--- src/rtl/pis_pkg.sv ---
package pis_pkg;
    localparam int WORD_W = 32;
    localparam int OPC_W  = 6;
    localparam int IDX_W  = 5;
    localparam int NSLOT  = 5;
    localparam int POS_W  = $clog2(NSLOT);

    typedef enum logic [0:0] {ST_IDLE, ST_EXPAND} state_e;

    typedef struct packed {
        logic                             is_pk;
        logic [NSLOT-1:0]                 mask;
        logic [NSLOT-1:0][IDX_W-1:0]      slot;
        logic                             pa_on;
        logic [POS_W-1:0]                 pa_tgt;
        logic                             pb_on;
        logic [POS_W-1:0]                 pb_tgt;
        logic                             pb_sext;
    } dec_t;
endpackage

--- src/rtl/pis_decode.sv ---
module pis_decode
    import pis_pkg::*;
(
    input  logic [WORD_W-1:0] word,
    output dec_t              dec
);
    localparam int FIELD_TOP = WORD_W - OPC_W - 1;

    logic [1:0]       mode;
    logic [1:0]       sel;
    logic [POS_W:0]   ninst;
    logic             pk;

    assign mode = word[WORD_W-3 -: 2];
    assign sel  = word[WORD_W-5 -: 2];
    assign pk   = (word[WORD_W-1 -: 2] == 2'b11) && (mode != 2'b11);

    always_comb begin
        unique case (mode)
            2'b00:   ninst = (POS_W+1)'(NSLOT);
            2'b01:   ninst = (POS_W+1)'(NSLOT - 1);
            default: ninst = (POS_W+1)'(NSLOT - 2);
        endcase
    end

    genvar k;
    generate
        for (k = 0; k < NSLOT; k++) begin : g_slot
            if (k < NSLOT - 1) begin : g_hi
                assign dec.slot[k] = word[FIELD_TOP - k*IDX_W -: IDX_W];
            end else begin : g_lo
                assign dec.slot[k] = word[IDX_W-1:0];
            end
            assign dec.mask[k] = pk && ((POS_W+1)'(k) < ninst) && (dec.slot[k] != '0);
        end
    endgenerate

    assign dec.is_pk   = pk;
    assign dec.pa_on   = pk && (mode == 2'b10);
    assign dec.pb_on   = pk && ((mode == 2'b01) || (mode == 2'b10));
    assign dec.pa_tgt  = (sel == 2'b10) ? POS_W'(1) : POS_W'(0);
    assign dec.pb_tgt  = (mode == 2'b01) ? POS_W'(sel)
                       : ((sel == 2'b00) ? POS_W'(1) : POS_W'(2));
    assign dec.pb_sext = word[IDX_W];
endmodule

--- src/rtl/pis_pick.sv ---
module pis_pick #(
    parameter int N = 5,
    localparam int PW = (N > 1) ? $clog2(N) : 1
) (
    input  logic [N-1:0]  req,
    output logic [N-1:0]  grant,
    output logic [PW-1:0] pos,
    output logic          any
);
    logic [N:0] seen;
    assign seen[0] = 1'b0;

    genvar i;
    generate
        for (i = 0; i < N; i++) begin : g_chain
            assign grant[i]  = req[i] && !seen[i];
            assign seen[i+1] = seen[i] || req[i];
        end
    endgenerate

    assign any = seen[N];

    always_comb begin
        pos = '0;
        for (int j = N - 1; j >= 0; j--) begin
            if (req[j]) pos = PW'(j);
        end
    end
endmodule

--- src/rtl/pis_store.sv ---
module pis_store #(
    parameter int IDX_W  = 5,
    parameter int WORD_W = 32,
    parameter int IMM_W  = 16,
    localparam int DEPTH = 1 << IDX_W
) (
    input  logic              clk,
    input  logic              irf_we,
    input  logic [IDX_W-1:0]  irf_waddr,
    input  logic [WORD_W-1:0] irf_wdata,
    input  logic              irf_wbr,
    input  logic              imm_we,
    input  logic [IDX_W-1:0]  imm_waddr,
    input  logic [IMM_W-1:0]  imm_wdata,
    input  logic [IDX_W-1:0]  rd_idx,
    output logic [WORD_W-1:0] rd_word,
    output logic              rd_br,
    input  logic [IDX_W-1:0]  imm_idx,
    output logic [IMM_W-1:0]  imm_val
);
    logic [WORD_W-1:0] insn_mem [DEPTH];
    logic              br_mem   [DEPTH];
    logic [IMM_W-1:0]  imm_mem  [DEPTH];

    always_ff @(posedge clk) begin
        if (irf_we) begin
            insn_mem[irf_waddr] <= irf_wdata;
            br_mem[irf_waddr]   <= irf_wbr;
        end
        if (imm_we) begin
            imm_mem[imm_waddr] <= imm_wdata;
        end
    end

    assign rd_word = insn_mem[rd_idx];
    assign rd_br   = br_mem[rd_idx];
    assign imm_val = imm_mem[imm_idx];
endmodule

--- src/rtl/pis_top.sv ---
module pis_top
    import pis_pkg::*;
#(
    parameter int IMM_W = 16
) (
    input  logic              clk,
    input  logic              rst_n,
    input  logic              in_valid,
    output logic              in_ready,
    input  logic [WORD_W-1:0] in_word,
    input  logic              br_taken,
    output logic              out_valid,
    output logic [WORD_W-1:0] out_insn,
    input  logic              irf_we,
    input  logic [IDX_W-1:0]  irf_waddr,
    input  logic [WORD_W-1:0] irf_wdata,
    input  logic              irf_wbr,
    input  logic              imm_we,
    input  logic [IDX_W-1:0]  imm_waddr,
    input  logic [IMM_W-1:0]  imm_wdata
);
    localparam int EXT_W = IMM_W - IDX_W;

    state_e            state_q, state_d;
    logic [WORD_W-1:0] hold_q;
    logic [NSLOT-1:0]  pend_q;
    logic [WORD_W-1:0] src;
    dec_t              dec;
    logic [NSLOT-1:0]  live, grant, rem;
    logic [POS_W-1:0]  pos;
    logic              any, accept, issue_pk;
    logic              use_a, use_b, psx;
    logic [IDX_W-1:0]  pval;
    logic [WORD_W-1:0] rd_word;
    logic              rd_br;
    logic [IMM_W-1:0]  imm_val, disp, new_imm;
    logic              out_valid_q;
    logic [WORD_W-1:0] out_insn_q;

    assign src      = (state_q == ST_IDLE) ? in_word : hold_q;
    assign in_ready = (state_q == ST_IDLE);
    assign accept   = in_ready && in_valid && !br_taken;

    pis_decode u_dec (.word(src), .dec(dec));

    assign live = (state_q == ST_IDLE) ? dec.mask : pend_q;

    pis_pick #(.N(NSLOT)) u_pick (.req(live), .grant(grant), .pos(pos), .any(any));

    assign rem      = live & ~grant;
    assign issue_pk = dec.is_pk && any && !br_taken && ((state_q == ST_EXPAND) || accept);

    assign use_b = dec.pb_on && (dec.pb_tgt == pos);
    assign use_a = dec.pa_on && (dec.pa_tgt == pos) && !use_b;
    assign pval  = use_b ? dec.slot[NSLOT-1] : dec.slot[NSLOT-2];
    assign psx   = use_b ? dec.pb_sext : 1'b1;
    assign disp  = {{EXT_W{psx & pval[IDX_W-1]}}, pval};

    pis_store #(.IDX_W(IDX_W), .WORD_W(WORD_W), .IMM_W(IMM_W)) u_store (
        .clk(clk),
        .irf_we(irf_we), .irf_waddr(irf_waddr), .irf_wdata(irf_wdata), .irf_wbr(irf_wbr),
        .imm_we(imm_we), .imm_waddr(imm_waddr), .imm_wdata(imm_wdata),
        .rd_idx(dec.slot[pos]), .rd_word(rd_word), .rd_br(rd_br),
        .imm_idx(pval), .imm_val(imm_val)
    );

    assign new_imm = (use_a || use_b) ? (rd_br ? disp : imm_val) : rd_word[IMM_W-1:0];

    always_comb begin
        state_d = state_q;
        unique case (state_q)
            ST_IDLE:   if (accept && dec.is_pk && (rem != '0)) state_d = ST_EXPAND;
            ST_EXPAND: if (br_taken || (rem == '0))            state_d = ST_IDLE;
        endcase
    end

    always_ff @(posedge clk) begin
        if (!rst_n) state_q <= ST_IDLE;
        else        state_q <= state_d;
    end

    always_ff @(posedge clk) begin
        if (!rst_n) begin
            out_valid_q <= 1'b0;
            out_insn_q  <= '0;
            hold_q      <= '0;
            pend_q      <= '0;
        end else begin
            pend_q <= rem;
            if (accept) hold_q <= in_word;
            if (br_taken) begin
                out_valid_q <= 1'b0;
            end else if (accept && !dec.is_pk) begin
                out_valid_q <= 1'b1;
                out_insn_q  <= in_word;
            end else if (issue_pk) begin
                out_valid_q <= 1'b1;
                out_insn_q  <= {rd_word[WORD_W-1:IMM_W], new_imm};
            end else begin
                out_valid_q <= 1'b0;
            end
        end
    end

    assign out_valid = out_valid_q;
    assign out_insn  = out_insn_q;

    AST_ORD_PASS: assert property (@(posedge clk) disable iff (!rst_n)
        (accept && !dec.is_pk) |=> (out_valid && out_insn == $past(in_word)));
    AST_ONE_GRANT: assert property (@(posedge clk) disable iff (!rst_n)
        $onehot0(grant));
    AST_EXPAND_LIVE: assert property (@(posedge clk) disable iff (!rst_n)
        (state_q == ST_EXPAND) |-> (pend_q != '0));
    AST_PACKED_STALL: assert property (@(posedge clk) disable iff (!rst_n)
        (accept && dec.is_pk && ($countones(dec.mask) > 1)) |=> !in_ready);
    AST_FLUSH: assert property (@(posedge clk) disable iff (!rst_n)
        br_taken |=> (!out_valid && in_ready));
    AST_LOAD_IDLE: assert property (@(posedge clk) disable iff (!rst_n)
        (irf_we || imm_we) |-> in_ready);
endmodule

--- config.mk ---
export PLATFORM = sky130hd
export DESIGN_NAME = pis_top
export DESIGN_NICKNAME = d
export VERILOG_FILES = /design/src/rtl/pis_pkg.sv /design/src/rtl/pis_decode.sv /design/src/rtl/pis_pick.sv /design/src/rtl/pis_store.sv /design/src/rtl/pis_top.sv
export SDC_FILE = /design/constraint.sdc
export NUM_CORES = 2
export LEC_CHECK = 0
export ABC_CLOCK_PERIOD_IN_PS = 7500
export BUFFER_PORTS_ARGS = -buffer_cell sky130_fd_sc_hd__buf_2
export CAP_MARGIN = 20
export CORE_ASPECT_RATIO = 0.6
export CORE_MARGIN = 2
export CORE_UTILIZATION = 30
export DETAILED_ROUTE_END_ITERATION = 8
export SYNTH_ARGS = -nofsm -noshare
export SYNTH_HDL_FRONTEND = slang
export SYNTH_HIERARCHICAL = 1
export SYNTH_SLANG_ARGS = --single-unit
--- constraint.sdc ---
create_clock -name clk -period 7.5 [get_ports clk]
set_input_delay 0 -clock clk [delete_from_list [all_inputs] [get_ports clk]]
set_output_delay 0 -clock clk [all_outputs]
set_load 0.03 [all_outputs]
Yosys cells after proc, flatten, opt, wreduce, memory -nomap -nowiden

Memories as Yosys holds them, arrays and structs flattened.
Cells that the tools add are included.

Bits in registers: 71
Bits in writable memories: 1,568
Bits of input ports: 97
Output and inout bits: 34
Word-level logic and storage cells: 110
Memories: 3

Memories:

| memory           | depth | bits a word | rd ports | clocked after Yosys merged registers in | write ports | RTL line        | source |
|---|---|---|---|---|---|---|---|
| u_store.insn_mem | 32    | 32          | 1        | 0                                       | 1           | pis_store.sv:21 | `logic [WORD_W-1:0] insn_mem [DEPTH];` |
| u_store.imm_mem  | 32    | 16          | 1        | 0                                       | 1           | pis_store.sv:23 | `logic [IMM_W-1:0] imm_mem [DEPTH];` |
| u_store.br_mem   | 32    | 1           | 1        | 0                                       | 1           | pis_store.sv:22 | `logic br_mem [DEPTH];` |

Order comparisons: 6
Equality and inequality tests: 7
Mux-type cells: 28
Bitwise logic cells: 6
Reduce and logical (&&, ||, !) cells: 55

Operators by type and width:

| cell                                                                          | count |
|---|---|
| 32-bit two-way mux                                                            | 3 |
| 16-bit two-way mux                                                            | 2 |
| 5-bit nonzero test                                                            | 6 |
| 1-bit logical AND                                                             | 28 |
| 3-bit two-way mux                                                             | 6 |
| 5-bit binary-select mux with 3-bit select                                     | 1 |
| 5-bit two-way mux                                                             | 3 |
| 1-bit two-way mux                                                             | 10 |
| 1-bit logical OR                                                              | 8 |
| 1-bit zero test                                                               | 7 |
| 2-bit == test (second input constant)                                         | 3 |
| 3-bit == test                                                                 | 2 |
| 1-bit by 3-bit less-than comparator with 1-bit output (first input constant)  | 2 |
| 2-bit by 3-bit less-than comparator with 1-bit output (first input constant)  | 2 |
| 3-bit case mux with 2 select lines                                            | 1 |
| 5-bit AND                                                                     | 1 |
| 5-bit zero test                                                               | 1 |
| 5-bit inverter                                                                | 1 |
| 2-bit zero test                                                               | 2 |
| 3-bit by 4-bit less-than comparator with 1-bit output (second input constant) | 1 |
| 3-bit less-than comparator (first input constant)                             | 1 |
| 1-bit inverter                                                                | 3 |
| 2-bit by 1-bit == test with 1-bit output (second input constant)              | 1 |
| 2-bit two-way mux                                                             | 1 |
| other kinds (6)                                                               | 6 |

Logic depth before layout (Yosys ltp)

Depth after elaboration: 20
Mapped depth: 29
Gate-level depth less buffers: 21

By module

The synthesis kept the hierarchy.

By module, submodules not included:

| module     | instances | cells an instance | area each (um2) | sequential area each (um2) |
|---|---|---|---|---|
| pis_store  | 1         | 3,426             | 61,260.0        | 47,085.2 |
| pis_top    | 1         | 468               | 4,085.2         | 1,421.4 |
| pis_decode | 1         | 60                | 429.2           | 0.0 |
| pis_pick   | 1         | 13                | 72.6            | 0.0 |

Worst setup path before layout

No wires, ideal clock.

Path kind: register to register
Start point: register state_q
End point: register out_insn_q[4], in the netlist out_insn[4]
Setup time: 133 ps
Arrival time: 5,121 ps
Required time: 7,367 ps
Path slack: 2,246 ps
Cell stages (with the launch flop): 27
Path buffers: 9
Clock period less this slack: 5,254 ps
Path through: dfxtp_1 > buf_6 > buf_2 > buf_1 > mux2_2 > ha_1 > nand3b_1 > inv_1 > o221a_1 > mux2_2 > nand2b_1 > a21oi_1 > buf_1 > mux2i_1 > o22ai_1 > buf_4 > buf_6 > buf_8 > buf_8 > mux2i_1 > a22oi_1 > a31oi_1 > nand3_1 > clkbuf_1 > and3_1 > a2111oi_0 > nor3_1

RTL lines:

| element                  | RTL line      | source |
|---|---|---|
| start: declaration       | pis_top.sv:24 | `state_e state_q, state_d;` |
| start signal: assignment | pis_top.sv:79 | `else state_q <= state_d;` |
| end signal: assignment   | pis_top.sv:95 | `out_insn_q <= in_word;` |
| end signal: assignment   | pis_top.sv:98 | `out_insn_q <= {rd_word[WORD_W-1:IMM_W], new_imm};` |
| end: declaration         | pis_top.sv:38 | `logic [WORD_W-1:0] out_insn_q;` |

==> flow_metrics.py <==
metrics = {
    "status": {
        "status": "completed",
    },
    "synthesis": {
        "synth_warnings": 6,
        "ys_seq_elements": 1639,
        "ys_seq_area_share_pct": 73.67,
        "synth_edf_count": 1568,
        "async_flop_share_pct": 0,
        "syn_area_mm2": 0.06585,
        "synth_ff_type": "edfxtp_1",
        "avgSynthCellArea_um2": 16.60,
        "syn-instance-count": 3967,
        "synth_cell_types": 58,
    },
    "floorplanning": {
        "core_area_mm2": 0.2187,
        "start_util_pct": 30.11,
        "placement_rows": 133,
        "ioPinCount": 131,
        "dieArea_mm2": 0.2234,
        "fp.dieW_um": 608.8,
        "die-height_um": 366.9,
    },
    "worst_setup_path": {
        "critPathMaxFanout": 33,
        "worstSetupPathType": "register to register",
        "arrival_ns": 7.78,
        "crit_path_end_kind": "register",
        "cp_data_required_time_ns": 8.17,
        "startpoint_type": "register",
    },
    "finish": {
        "nets": 4364,
        "layout.cells.most_common": "edfxtp_1",
        "layout_common_cells": "edfxtp_1, mux2i_1, nand2_1",
        "fillCellCount": 20645,
        "syn2layout_area_growth_pct": 15.71,
        "drive_gt1_share_pct": 13.34,
        "final_util_pct": 34.84,
    },
    "sta": {
        "hold_viol": 0,
        "fmax_ghz": 0.1405,
        "finalClockSkew_ns": 0.04595,
        "setup_viol": 0,
        "drv_slew": 0,
        "period_minus_slack_ns": 7.116,
        "worstMarginPinSlew_ns": 1.143,
        "rsz0062_at_grt": "false",
        "hold_slack_ns": 0.07760,
        "period_share_pct": 94.88,
        "tns_ns": 0,
        "slew_headroom_pct": 23.55,
    },
    "placed_design": {
        "port_buffers": 130,
        "dp_hpwl_um": 102400,
        "place.gp.congestion": 0.8057,
    },
    "power_and_ir_drop": {
        "peakVddDrop_v": 0.0002385,
        "p_per_area_mw_per_mm2": 263.2,
        "total_power_mw": 20.06,
        "p_leak_nw": 26.03,
    },
    "job": {
        "drv_cap": 0,
    },
    "global_routing": {
        "grt_pass1_vias": 35419,
        "grt_first_pass_wirelength_um": 261900,
        "grt_max_degree": 89,
        "gr-total-overflow": 0,
        "antenna_found_initial": 12,
        "grt_use_total_pct": 16.08,
    },
    "cts": {
        "numCtsBuffers": 153,
        "cts_sinks": 1639,
        "clkTransAtPathRegs_ns": 0.07,
        "clock_latency_ns": 0.79,
        "cts_buffer_depth": 3,
        "root_buffer": "clkbuf_16",
        "htree_num_levels": 4,
        "cts_tree": "built",
    },
    "route": {
        "first_iter_violations": 4219,
        "via_per_inst": 5.107,
        "wl_per_cell_um": 25.42,
        "first_pass_iters": 5,
        "drc_errors": 0,
        "wl_um": 185100,
        "via_count": 37190,
        "ant_nets": 0,
    },
    "min_path": {
        "min_path_type": "primary input to register",
    },
}
what timing repair did:
action | in CTS | in global routing
hold buffers | 153 | 0
gates resized for setup | 0 | 0
hold endpoints to repair | 2036 | 0
buffers inserted | 0 | 0
endpoints found under the setup margin | 0 | 0
final timing paths:
path | to | start | slack, ns | depth (start not counted)
min reg2reg | hold_q[31] | hold_q[31] | 0.47 | 2
min | u_store/imm_mem[16][13] | imm_waddr[0] | 0.08 | 4
max reg2reg | out_insn[0] | state_q | 0.38 | 22
max | out_insn[0] | state_q | 0.38 | 22
critical path, stage by stage, from the launching register on:
cell and delay [ns]:
dfxtp_2 0.77, buf_4 0.40, mux2_2 0.37, nand3b_1 0.18, inv_1 0.23, o221a_1 0.17, mux2_2 0.28, nor2_1 0.22
and3_1 0.50, mux2i_1 0.14, nor2_1 0.14, a21oi_1 0.06, o22ai_1 0.49, nor2b_4 0.32, buf_4 0.48, buf_4 0.47
a22o_1 0.21, nor3_1 0.04, a31oi_1 0.21, nand3_1 0.29, a221oi_1 0.33, dlygate4sd3_1 0.58, a21oi_1 0.06
per-stage QoR:
stage               worst slack, ns  std cells  area [µm²]
floorplan                     2.246       3969       65850
global placement             0.9490       6855       69850
detailed placement           0.8574       6855       69850
CTS                          0.5206       7280       76180
global route                0.02201       7282       76190
finish                       0.3842       7282       76190
logic make-up after synthesis:
group	after synthesis	share of synthesized area [%]
xor+xnor	6	0.07981
flops	1639	73.67
fa+ha+maj	5	0.09501
other cells	1	0.005695
simple gates	615	4.346
compound gates	579	6.305
mux	836	12.79
buf+inv	286	2.717
sequential cells by signal (all words and copies together), names as in the netlist:
name              count
out_valid             1
hold_q               32
out_insn             32
u_store/imm_mem     512
pend_q                5
u_store/br_mem       32
u_store/insn_mem   1024
state_q               1
report_power, final:
part	switching, mW	internal (mW)
clock	3.42	4.12
sequential	0.0449	10.1
combinational	1.52	0.804
cell usage after synthesis, types with 2 or more instances:
| cell | count | area [µm²] |
|---|---|---|
| a21boi_0 | 32 | 240.2 |
| a21o_1 | 3 | 22.52 |
| a21oi_1 | 157 | 785.8 |
| a221oi_1 | 5 | 43.79 |
| a221oi_2 | 10 | 150.1 |
| a22o_1 | 98 | 858.3 |
| a22oi_1 | 174 | 1306 |
| a31oi_1 | 53 | 331.6 |
| and2_1 | 11 | 68.82 |
| and3_1 | 3 | 18.77 |
| and4_1 | 2 | 17.52 |
| buf_1 | 23 | 86.33 |
| buf_2 | 64 | 320.3 |
| buf_4 | 71 | 533.0 |
| buf_6 | 40 | 450.4 |
| buf_8 | 4 | 60.06 |
| clkbuf_1 | 65 | 244.0 |
| clkbuf_4 | 6 | 45.04 |
| dfxtp_1 | 71 | 1421 |
| edfxtp_1 | 1568 | 47090 |
| ha_1 | 5 | 62.56 |
| inv_1 | 12 | 45.04 |
| mux2_2 | 41 | 461.7 |
| mux2i_1 | 795 | 7958 |
| nand2_1 | 231 | 867.1 |
| nand2b_1 | 13 | 81.33 |
| nand3_1 | 151 | 755.7 |
| nand3b_1 | 12 | 90.09 |
| nand4_1 | 17 | 106.4 |
| nor2_1 | 84 | 315.3 |
| nor2_2 | 2 | 12.51 |
| nor2b_1 | 10 | 62.56 |
| nor3_1 | 57 | 285.3 |
| nor3b_1 | 2 | 15.01 |
| o211a_1 | 16 | 160.2 |
| o211ai_1 | 5 | 37.54 |
| o221ai_1 | 16 | 140.1 |
| o22ai_1 | 5 | 31.28 |
| or2_1 | 2 | 12.51 |
| or3_1 | 3 | 18.77 |
| or3b_2 | 6 | 52.55 |
| xnor2_1 | 6 | 52.55 |
layout make-up:
cell class / instances / area [µm²] / share of cell area [%]
tap: 2902 / 3631 / 4.766
sequential: 1639 / 48510 / 63.67
inverter: 12 / 45.04 / 0.05912
timing repair buffer: 412 / 3313 / 4.349
clock inverter: 86 / 769.5 / 1.010
clock buffer: 186 / 4024 / 5.281
antenna: 1 / 2.502 / 0.003284
multi-input combinational: 2044 / 15900 / 20.86
per-layer routing:
layer  GRT usage [%]  vias to the layer above  part of all wire, %
li1                -                    16156                    -
met1           24.06                    19247                   46
met2           24.58                     1562                   45
met3           2.317                      225                  7.6
met4           3.610                        0                  1.8
met5               0                        -                    0
Power figures use the tool's default switching activity.
